===== src/rtl/irq_arb_pkg.sv =====
package irq_arb_pkg;
    localparam int LVL_W   = 3;
    localparam int N_SPC   = 5;
    localparam int SPC_NMI = 0;
    localparam int SPC_DBG = 1;
    localparam int SPC_WDT = 2;
    localparam int SPC_STP = 3;
    localparam int SPC_AMT = 4;
    localparam int PER_BASE = 3;

    typedef logic [LVL_W-1:0] lvl_t;

    typedef enum logic [0:0] {
        ARB_IDLE  = 1'b0,
        ARB_OFFER = 1'b1
    } arb_state_e;
endpackage


===== src/rtl/irq_src_bank.sv =====
module irq_src_bank
    import irq_arb_pkg::*;
#(
    parameter int N_SRC = 8,
    parameter int IDX_W = 3
) (
    input  logic                   clk,
    input  logic                   rst_n,
    input  logic [N_SRC-1:0]       evt_i,
    input  logic [N_SRC-1:0]       clr_i,
    input  logic                   cfg_we_i,
    input  logic [IDX_W-1:0]       cfg_sel_i,
    input  lvl_t                   cfg_wlvl_i,
    input  logic                   cfg_wreq_i,
    output logic [N_SRC-1:0]       req_o,
    output logic [N_SRC*LVL_W-1:0] lvl_o
);
    for (genvar i = 0; i < N_SRC; i++) begin : g_src
        logic hit;
        lvl_t lvl_q;
        logic req_q;

        assign hit = cfg_we_i && (cfg_sel_i == IDX_W'(i));

        always_ff @(posedge clk) begin
            if (!rst_n) begin
                lvl_q <= '0;
                req_q <= 1'b0;
            end else begin
                if (hit) lvl_q <= cfg_wlvl_i;
                if (evt_i[i])      req_q <= 1'b1;
                else if (clr_i[i]) req_q <= 1'b0;
                else if (hit)      req_q <= cfg_wreq_i;
            end
        end

        assign req_o[i]               = req_q;
        assign lvl_o[i*LVL_W +: LVL_W] = lvl_q;

        AST_EVT_SETS: assert property (@(posedge clk) disable iff (!rst_n)
            evt_i[i] |=> req_q);
        AST_ACK_CLEARS: assert property (@(posedge clk) disable iff (!rst_n)
            (clr_i[i] && !evt_i[i]) |=> !req_q);
        AST_WR_APPLIES: assert property (@(posedge clk) disable iff (!rst_n)
            (hit && !evt_i[i] && !clr_i[i]) |=>
                (req_q == $past(cfg_wreq_i)) && (lvl_q == $past(cfg_wlvl_i)));
    end
endmodule


===== src/rtl/irq_spc_latch.sv =====
module irq_spc_latch
    import irq_arb_pkg::*;
(
    input  logic             clk,
    input  logic             rst_n,
    input  logic [N_SPC-1:0] raw_i,
    input  logic [N_SPC-1:0] clr_i,
    output logic [N_SPC-1:0] pend_o
);
    for (genvar s = 0; s < N_SPC; s++) begin : g_spc
        always_ff @(posedge clk) begin
            if (!rst_n)        pend_o[s] <= 1'b0;
            else if (raw_i[s]) pend_o[s] <= 1'b1;
            else if (clr_i[s]) pend_o[s] <= 1'b0;
        end

        AST_SPC_LATCH: assert property (@(posedge clk) disable iff (!rst_n)
            raw_i[s] |=> pend_o[s]);
    end
endmodule


===== src/rtl/irq_pick.sv =====
module irq_pick
    import irq_arb_pkg::*;
#(
    parameter int N_SRC = 8,
    parameter int NUM_W = 4
) (
    input  logic [N_SRC-1:0]       per_req_i,
    input  logic [N_SRC*LVL_W-1:0] per_lvl_i,
    input  logic [N_SPC-1:0]       spc_i,
    input  lvl_t                   ipl_i,
    input  logic                   ien_i,
    output logic                   hit_o,
    output logic [NUM_W-1:0]       num_o,
    output lvl_t                   lvl_o
);
    localparam lvl_t LVL_TOP = '1;

    logic             best_hit;
    logic [NUM_W-1:0] best_num;
    lvl_t             best_lvl;
    lvl_t             lv;

    always_comb begin
        best_hit = 1'b0;
        best_num = '0;
        best_lvl = '0;
        lv       = '0;
        for (int i = 0; i < N_SRC; i++) begin
            lv = per_lvl_i[i*LVL_W +: LVL_W];
            if (ien_i && per_req_i[i] && (lv > ipl_i) && (!best_hit || lv > best_lvl)) begin
                best_hit = 1'b1;
                best_num = NUM_W'(PER_BASE + i);
                best_lvl = lv;
            end
        end
    end

    always_comb begin
        hit_o = 1'b1;
        num_o = '0;
        lvl_o = LVL_TOP;
        if (spc_i[SPC_NMI])      num_o = NUM_W'(0);
        else if (spc_i[SPC_DBG]) num_o = NUM_W'(1);
        else if (spc_i[SPC_WDT]) num_o = NUM_W'(2);
        else if (best_hit) begin
            num_o = best_num;
            lvl_o = best_lvl;
        end
        else if (spc_i[SPC_STP]) num_o = NUM_W'(N_SRC + 3);
        else if (spc_i[SPC_AMT]) num_o = NUM_W'(N_SRC + 4);
        else begin
            hit_o = 1'b0;
            lvl_o = '0;
        end
    end
endmodule


===== src/rtl/irq_arbiter.sv =====
module irq_arbiter
    import irq_arb_pkg::*;
#(
    parameter int N_SRC = 8,
    localparam int IDX_W = (N_SRC > 1) ? $clog2(N_SRC) : 1,
    localparam int NUM_W = $clog2(N_SRC + 5)
) (
    input  logic             clk,
    input  logic             rst_n,
    input  logic [N_SRC-1:0] evt_i,
    input  logic             nmi_i,
    input  logic             dbg_i,
    input  logic             wdt_i,
    input  logic             step_i,
    input  logic             amatch_i,
    input  logic [2:0]       ipl_i,
    input  logic             ien_i,
    input  logic             ack_i,
    input  logic             cfg_we_i,
    input  logic [IDX_W-1:0] cfg_sel_i,
    input  logic [2:0]       cfg_wlvl_i,
    input  logic             cfg_wreq_i,
    output logic [2:0]       cfg_rlvl_o,
    output logic             cfg_rreq_o,
    output logic             take_o,
    output logic [NUM_W-1:0] take_num_o,
    output logic [2:0]       take_lvl_o
);
    arb_state_e st_q, st_d;
    logic [NUM_W-1:0]       win_num_q;
    lvl_t                   win_lvl_q;
    logic [N_SRC-1:0]       per_req, per_clr;
    logic [N_SRC*LVL_W-1:0] per_lvl;
    logic [N_SPC-1:0]       spc_raw, spc_pend, spc_clr;
    logic                   pick_hit, done;
    logic [NUM_W-1:0]       pick_num;
    lvl_t                   pick_lvl;

    assign spc_raw = {amatch_i, step_i, wdt_i, dbg_i, nmi_i};
    assign done    = (st_q == ARB_OFFER) && ack_i;

    for (genvar i = 0; i < N_SRC; i++) begin : g_clr
        assign per_clr[i] = done && (win_num_q == NUM_W'(PER_BASE + i));
    end
    assign spc_clr[SPC_NMI] = done && (win_num_q == NUM_W'(0));
    assign spc_clr[SPC_DBG] = done && (win_num_q == NUM_W'(1));
    assign spc_clr[SPC_WDT] = done && (win_num_q == NUM_W'(2));
    assign spc_clr[SPC_STP] = done && (win_num_q == NUM_W'(N_SRC + 3));
    assign spc_clr[SPC_AMT] = done && (win_num_q == NUM_W'(N_SRC + 4));

    irq_src_bank #(.N_SRC(N_SRC), .IDX_W(IDX_W)) u_bank (
        .clk(clk), .rst_n(rst_n), .evt_i(evt_i), .clr_i(per_clr),
        .cfg_we_i(cfg_we_i), .cfg_sel_i(cfg_sel_i), .cfg_wlvl_i(cfg_wlvl_i),
        .cfg_wreq_i(cfg_wreq_i), .req_o(per_req), .lvl_o(per_lvl)
    );

    irq_spc_latch u_spc (
        .clk(clk), .rst_n(rst_n), .raw_i(spc_raw), .clr_i(spc_clr), .pend_o(spc_pend)
    );

    irq_pick #(.N_SRC(N_SRC), .NUM_W(NUM_W)) u_pick (
        .per_req_i(per_req), .per_lvl_i(per_lvl), .spc_i(spc_pend),
        .ipl_i(ipl_i), .ien_i(ien_i),
        .hit_o(pick_hit), .num_o(pick_num), .lvl_o(pick_lvl)
    );

    always_comb begin
        cfg_rlvl_o = '0;
        cfg_rreq_o = 1'b0;
        for (int i = 0; i < N_SRC; i++) begin
            if (cfg_sel_i == IDX_W'(i)) begin
                cfg_rlvl_o = per_lvl[i*LVL_W +: LVL_W];
                cfg_rreq_o = per_req[i];
            end
        end
    end

    always_comb begin
        st_d = st_q;
        unique case (st_q)
            ARB_IDLE:  if (pick_hit) st_d = ARB_OFFER;
            ARB_OFFER: if (ack_i)    st_d = ARB_IDLE;
            default:                 st_d = ARB_IDLE;
        endcase
    end

    always_ff @(posedge clk) begin
        if (!rst_n) begin
            st_q      <= ARB_IDLE;
            win_num_q <= '0;
            win_lvl_q <= '0;
        end else begin
            st_q <= st_d;
            if (st_q == ARB_IDLE && pick_hit) begin
                win_num_q <= pick_num;
                win_lvl_q <= pick_lvl;
            end
        end
    end

    always_comb begin
        take_o     = (st_q == ARB_OFFER);
        take_num_o = win_num_q;
        take_lvl_o = win_lvl_q;
    end

    AST_OFFER_HELD: assert property (@(posedge clk) disable iff (!rst_n)
        (take_o && !ack_i) |=> take_o && $stable(take_num_o) && $stable(take_lvl_o));
    AST_GAP_AFTER_ACK: assert property (@(posedge clk) disable iff (!rst_n)
        (take_o && ack_i) |=> !take_o);
    AST_PER_ABOVE_IPL: assert property (@(posedge clk) disable iff (!rst_n)
        ($rose(take_o) && take_num_o >= NUM_W'(PER_BASE) && take_num_o < NUM_W'(PER_BASE + N_SRC))
            |-> (take_lvl_o > $past(ipl_i)) && $past(ien_i));
    AST_NMI_FIRST: assert property (@(posedge clk) disable iff (!rst_n)
        ($rose(take_o) && $past(spc_pend[SPC_NMI])) |-> take_num_o == NUM_W'(0));
endmodule


===== config.mk =====
export PLATFORM = sky130hd
export DESIGN_NAME = irq_arbiter
export DESIGN_NICKNAME = d
export VERILOG_FILES = /design/src/rtl/irq_arb_pkg.sv /design/src/rtl/irq_src_bank.sv /design/src/rtl/irq_spc_latch.sv /design/src/rtl/irq_pick.sv /design/src/rtl/irq_arbiter.sv
export SDC_FILE = /design/constraint.sdc
export NUM_CORES = 1
export LEC_CHECK = 0
export BUFFER_PORTS_ARGS = -buffer_cell sky130_fd_sc_hd__buf_4
export CAP_MARGIN = 0
export CELL_PAD_IN_SITES_DETAIL_PLACEMENT = 0
export CELL_PAD_IN_SITES_GLOBAL_PLACEMENT = 2
export CORE_MARGIN = 3
export CORE_UTILIZATION = 40
export DETAILED_ROUTE_END_ITERATION = 12
export PLACE_DENSITY = 0.83
export RECOVER_POWER = 50
export SYNTH_ARGS = -nofsm -noshare
export SYNTH_HDL_FRONTEND = slang
export SYNTH_HIERARCHICAL = 1
export SYNTH_SLANG_ARGS = --single-unit

===== constraint.sdc =====
create_clock -name clk -period 25.1 [get_ports clk]
set_input_delay 2.51 -clock clk [delete_from_list [all_inputs] [get_ports clk]]
set_output_delay 2.51 -clock clk [all_outputs]
set_load 0.005 [all_outputs]

==> impl_metrics.py, run 1 <==
metrics = {
    "logic_synthesis": {
        "async_flop_share_pct": 0,
        "synth_edf_count": 0,
        "ys_top_cells_by_area": "dfxtp_1 22%, ha_1 14%, mux2i_1 7.6%",
        "yosys.area.top_type": "dfxtp_1",
        "syn_area_per_cell_um2": 8.98,
        "ys.flop_type": "dfxtp_1",
        "synth_most_common_cell": "nor2b_1",
        "ys_seq_area_share_pct": 22.0,
        "syn_nets": 528,
        "ys.warnings.count": 6,
        "yosysUniqueCellTypes": 60,
        "synthCells": 455,
        "netlist_area_mm2": 0.00409,
        "synth_top_cells_by_count": "46 x nor2b_1, 45 x dfxtp_1, 45 x ha_1",
        "synth_seq_cells": 45,
        "synth_top_area_share_pct": 22.0,
    },
    "critical_path": {
        "cp.arrival_ps": 14310,
        "end_kind": "register",
        "crit_type": "primary input to register",
        "critPathMaxStageDelay_ps": 830,
        "worst_ep_required_time_ps": 25330,
        "critPathMostFrequentCell": "o21ai_0",
        "cp_num_buf_inv": 2,
        "crit_path_start_kind": "primary input",
        "crit_path_top_delay_cell": "a21oi_1",
        "path_max_fanout": 15,
        "crit_family": "compound AO/OA/AOI/OAI gates",
    },
    "die": {
        "die_w_um": 107,
        "initial_core_util_pct": 41.4,
        "row_count": 36,
        "core_mm2": 0.00986,
        "die_h_um": 107,
        "io_pins": 40,
        "die-area_mm2": 0.0115,
    },
    "sta": {
        "fin_skew_ps": 3.92,
        "fmax_mhz": 71.1,
        "setup_violations": 0,
        "finalHoldViolCount": 0,
        "setup_tns_ps": 0,
        "setup_slack_ps": 11030,
        "maxSlewHeadroom_pct": 20.0,
        "slew_violations": 0,
        "period_needed_ps": 14070,
        "grt_setup_unrepaired": "no",
        "worst_slew_pin_slew_ps": 1180,
        "period_share_pct": 56.1,
    },
    "clock_network": {
        "cts_tree": "yes",
        "hold_buffers": 0,
        "clk_latency_ps": 290,
        "clock-root-buffer": "clkbuf_8",
        "post_cts_buffers": 0,
        "ctsHtreeMaxLevel": 2,
        "postCtsResizedCells": 0,
        "cts.sinks": 45,
        "clk_pin_slew_ps": 80,
        "cts_buffers": 5,
        "cts_buffer_depth": 2,
    },
    "detailed_routing": {
        "drc": 0,
        "vias": 3451,
        "drt-wirelength-per-cell_um": 18.1,
        "viasPerCell": 5.71,
        "ant_nets": 0,
        "drtPass1Iterations": 4,
        "drtIter0Drc": 108,
        "wl_um": 11000,
    },
    "grt": {
        "antenna_found_initial": 0,
        "grt_pass1_vias": 3233,
        "overflow": 0,
        "grt_pass1_wl_um": 17600,
        "grt_use_total_pct": 19.5,
        "grt_start_max_net_pins": 62,
    },
    "finish": {
        "fillers": 989,
        "insertedDiodeCount": 0,
        "area_growth_pct": 8.91,
        "drive_gt1_share_pct": 15.5,
        "final_nets": 543,
        "final_cell_area_mm2": 0.00445,
    },
    "power_and_ir_drop": {
        "power_density_mw_per_mm2": 40.7,
        "total_power_uw": 181,
        "p_leak_nw": 1.81,
        "ir_worst_vdd_v": 0.0000322,
    },
    "place": {
        "portBuffers": 39,
        "place_area_mm2": 0.00436,
        "hpwlAfterDp_um": 8460,
        "place.gp.congestion": 0.852,
        "pre_cts_ws_ps": 10880,
    },
    "run": {
        "cap_violations": 0,
    },
    "status": {
        "status": "complete, no violations",
    },
    "hold_path": {
        "min_path_type": "register to register",
    },
}
==> layer usage <==
metal	track usage [%]	share of wire (%)	up-vias
met5	0	0	-
met4	4.47	1.4	0
met3	2.83	5.2	11
met2	29.8	44	89
met1	28.7	50	1625
li1	-	-	1726
==> tightest hold or removal path, cell delays in order, from the launching register on <==
cell,delay [ps]
dfxtp_1,330
mux2i_1,70
nor2b_1,100
==> cell families (layout without fill, tap and decap cells) <==
family,after synthesis,count (layout),share of synthesized area [%]
multiplexers,41,41,12.9
AO/OA/AOI/OAI,113,113,20.8
flip-flops,45,45,22.0
buffers and inverters,49,65,6.28
AND/OR/NAND/NOR,162,162,24.2
adder cells (fa/ha/maj),45,45,13.8
==> stage by stage <==
step	util (%)	cells	hold WS, ps
floorplan	-	455	484
global placement	44.2	596	501
detailed placement	44.2	596	509
CTS	45.3	604	533
global route	45.1	604	578
finish	45.1	604	522
==> final timing paths <==
path	start	to	slack (ps)	cells past startpoint
setup / recovery	ipl_i[1]	take_num_o[2]$_SDFFE_PN0P_	11030	59
setup reg to reg	u_bank/g_src[0].lvl_q[1]$_SDFFE_PN0P_	take_num_o[2]$_SDFFE_PN0P_	13120	57
hold reg to reg	take_lvl_o[0]$_SDFFE_PN0P_	take_lvl_o[0]$_SDFFE_PN0P_	520	2
hold / removal	take_lvl_o[0]$_SDFFE_PN0P_	take_lvl_o[0]$_SDFFE_PN0P_	520	2
==> cells in the final DEF (no fill, tap or decap), types with 4 or more instances in the layout <==
cell type	instances
a211oi_1	4
a21oi_1	12
a31oi_1	7
buf_4	33
clkbuf_4	4
clkbuf_8	6
dfxtp_1	45
ha_1	45
inv_1	18
mux2i_1	31
mux4_1	7
nand2_1	24
nand2b_1	5
nand3_1	12
nand3b_1	9
nand4_1	5
nand4b_1	14
nor2_1	24
nor2b_1	46
nor2b_4	5
nor3_1	7
o211ai_1	10
o21a_1	14
o21ai_0	22
==> layout make-up <==
class	instances	area, um^2	area share [%]
Sequential cell	45	901	20.2
Tap cell	133	166	3.74
Inverter	18	67.6	1.52
Clock inverter	1	30.0	0.675
Multi-Input combinational cell	361	2910	65.5
Timing Repair Buffer	39	285	6.41
Clock buffer	7	86.3	1.94
==> flip-flops by register name (all words and copies together) (netlist names) <==
| name | cells |
|---|---|
| u_bank/g_src.req_q | 8 |
| take_lvl_o | 3 |
| u_bank/g_src.lvl_q | 24 |
| take_o | 1 |
| u_spc/pend_o | 5 |
| take_num_o | 4 |
==> where the power goes <==
part	switching (mW)	internal (mW)	leakage (nW)
clock	0.0234	0.0325	0.0585
sequential	0.00580	0.0755	0.370
combinational	0.0223	0.0215	1.39
Note: power is estimated with default switching activity, not from simulation.
==> run 2, diff against run 1 <==
- CORE_UTILIZATION: 40 -> 38
- PLACE_DENSITY: 0.83 -> 0.79
- clock period: 25.1 -> 13.9 ns (I/O delays scaled with it)
==> run 2 against run 1 <==
Compared with the run above:
- critical path depth rose by 1
- worst setup slack lost 9900 ps
- first-iteration DRC count up 94%
- sequential power up 81%
- power rose by 83%
- sequential cell count unchanged
- register-to-register slack got worse by 11000 ps
- clock skew increased by 5.6 ps
- via count is 1.2% higher
- sequential share of layout area fell by 0.068 points
- count of clock-buffer cells in the layout down 1
==> impl_metrics.py, run 2 (same netlist as run 1, synthesis figures left out) <==
metrics = {
    "status": {
        "status": "complete, no violations",
    },
    "finish": {
        "top_register": "u_bank/g_src.lvl_q",
        "largest_register_ffs": 24,
        "area_growth_pct": 9.28,
        "drive_gt1_share_pct": 15.9,
        "insertedDiodeCount": 0,
        "final_nets": 544,
        "mostFrequentLayoutCells": "46 x nor2b_1, 45 x dfxtp_1, 45 x ha_1, 35 x buf_4, 31 x mux2i_1",
        "reg_top3": "u_bank/g_src.lvl_q (24), u_bank/g_src.req_q (8), u_spc/pend_o (5)",
        "fillers": 1068,
        "final_common_cell": "nor2b_1",
        "final_util_pct": 43.1,
    },
    "sta": {
        "period_needed_ps": 12790,
        "slew_violations": 0,
        "maxSlewHeadroom_pct": 16.4,
        "period_share_pct": 92.0,
        "setup_slack_ps": 1110,
        "grt_setup_unrepaired": "no",
        "setup_violations": 0,
        "setup_tns_ps": 0,
        "fmax_mhz": 78.2,
        "fin_skew_ps": 9.52,
        "finalHoldViolCount": 0,
        "worst_slew_pin_slew_ps": 1240,
    },
    "power_and_ir_drop": {
        "total_power_uw": 332,
        "power_density_mw_per_mm2": 74.2,
        "p_leak_nw": 1.82,
        "ir_worst_vdd_v": 0.0000649,
    },
    "detailed_routing": {
        "drtPass1Iterations": 4,
        "drc": 0,
        "drt-wirelength-per-cell_um": 18.8,
        "ant_nets": 0,
        "vias": 3494,
        "drtIter0Drc": 209,
        "viasPerCell": 5.75,
        "wl_um": 11400,
    },
    "grt": {
        "grt_use_met3_pct": 1.94,
        "grt_pass1_vias": 3465,
        "grt_start_max_net_pins": 62,
        "use_met1_pct": 29.2,
        "met2_usage_pct": 30.3,
        "busiest_layer": "met2",
        "grt_pass1_wl_um": 18400,
        "overflow": 0,
        "grt_use_total_pct": 19.8,
        "antenna_found_initial": 0,
    },
    "critical_path": {
        "end_kind": "register",
        "critPathMostFrequentCell": "o21ai_0",
        "path_max_fanout": 15,
        "critPathMaxStageDelay_ps": 650,
        "worst_ep_required_time_ps": 14140,
        "rrSetupSlack_ps": 2120,
        "crit_path_start_kind": "primary input",
        "crit_family": "compound AO/OA/AOI/OAI gates",
        "crit_path_top_delay_cell": "o22ai_1",
        "cp_num_buf_inv": 3,
        "cp.arrival_ps": 13030,
        "crit_type": "primary input to register",
    },
    "clock_network": {
        "hold_buffers": 0,
        "cts_tree": "yes",
        "cts_buffers": 5,
        "clk_pin_slew_ps": 90,
        "postCtsResizedCells": 0,
        "clk_latency_ps": 300,
        "cts_buffer_depth": 2,
        "cts.sinks": 45,
        "post_cts_buffers": 0,
        "ctsHtreeMaxLevel": 2,
        "clock-root-buffer": "clkbuf_8",
    },
    "hold_path": {
        "min_path_type": "register to register",
    },
    "die": {
        "initial_core_util_pct": 39.4,
        "core_mm2": 0.0104,
        "die_w_um": 110,
        "io_pins": 40,
        "die_h_um": 110,
        "die-area_mm2": 0.0120,
        "row_count": 37,
    },
    "place": {
        "pre_cts_ws_ps": 946,
        "portBuffers": 39,
        "hpwlAfterDp_um": 8710,
        "place.gp.congestion": 0.845,
    },
    "run": {
        "cap_violations": 0,
    },
}
-- run 2: cell types whose count changed in the layout (fill, tap and decap cells not counted) --
cell        change
buf_4           +2
clkbuf_1        -1
clkbuf_4        -1
clkinvlp_4      +1
-- run 2: routing by layer --
layer  vias to the layer above  part of all wire, %
met5                         -                    0
met3                        17                  2.8
met2                        70                   44
li1                       1727                    -
met1                      1680                   51
met4                         0                  1.9
-- run 2: path summary, 6_finish.rpt --
check,start,endpoint,cells after the start
max,ipl_i[1],take_num_o[2]$_SDFFE_PN0P_,60
min,take_lvl_o[2]$_SDFFE_PN0P_,take_lvl_o[2]$_SDFFE_PN0P_,2
max reg2reg,u_bank/g_src[0].lvl_q[1]$_SDFFE_PN0P_,take_num_o[2]$_SDFFE_PN0P_,58
min reg2reg,take_lvl_o[2]$_SDFFE_PN0P_,take_lvl_o[2]$_SDFFE_PN0P_,2
-- run 2: power breakdown --
group	internal [mW]	leakage (nW)	switching, mW	total (mW)
combinational	0.0391	1.39	0.0408	0.0800
sequential	0.136	0.370	0.0105	0.147
clock	0.0585	0.0574	0.0462	0.105
total	0.234	1.82	0.0976	0.332
-- run 2: worst min-delay path: cells and delay by family (launching register included) --
kind / cells / cell delay (ps)
multiplexers: 1 / 70
AND/OR/NAND/NOR: 1 / 90
flip-flops: 1 / 340
-- run 2: through the flow --
step	instance area, um^2	hold slack (ps)	std cells
6_report	4470	529	608
5_1_grt	4470	569	608
4_1_cts	4490	541	608
3_5_place_dp	4370	516	600
3_3_place_gp	4370	497	600
2_1_floorplan	4090	484	455
-- run 2: area by class of cell --
cell class | count | area, um^2 | share of cell area, %
multi-input cells | 361 | 2910 | 65.3
flip-flops and latches | 45 | 901 | 20.2
repair buffers | 40 | 293 | 6.56
well taps | 136 | 170 | 3.81
clock buffers | 6 | 82.6 | 1.85
inverters | 18 | 67.6 | 1.51
clock inverters | 2 | 37.5 | 0.841
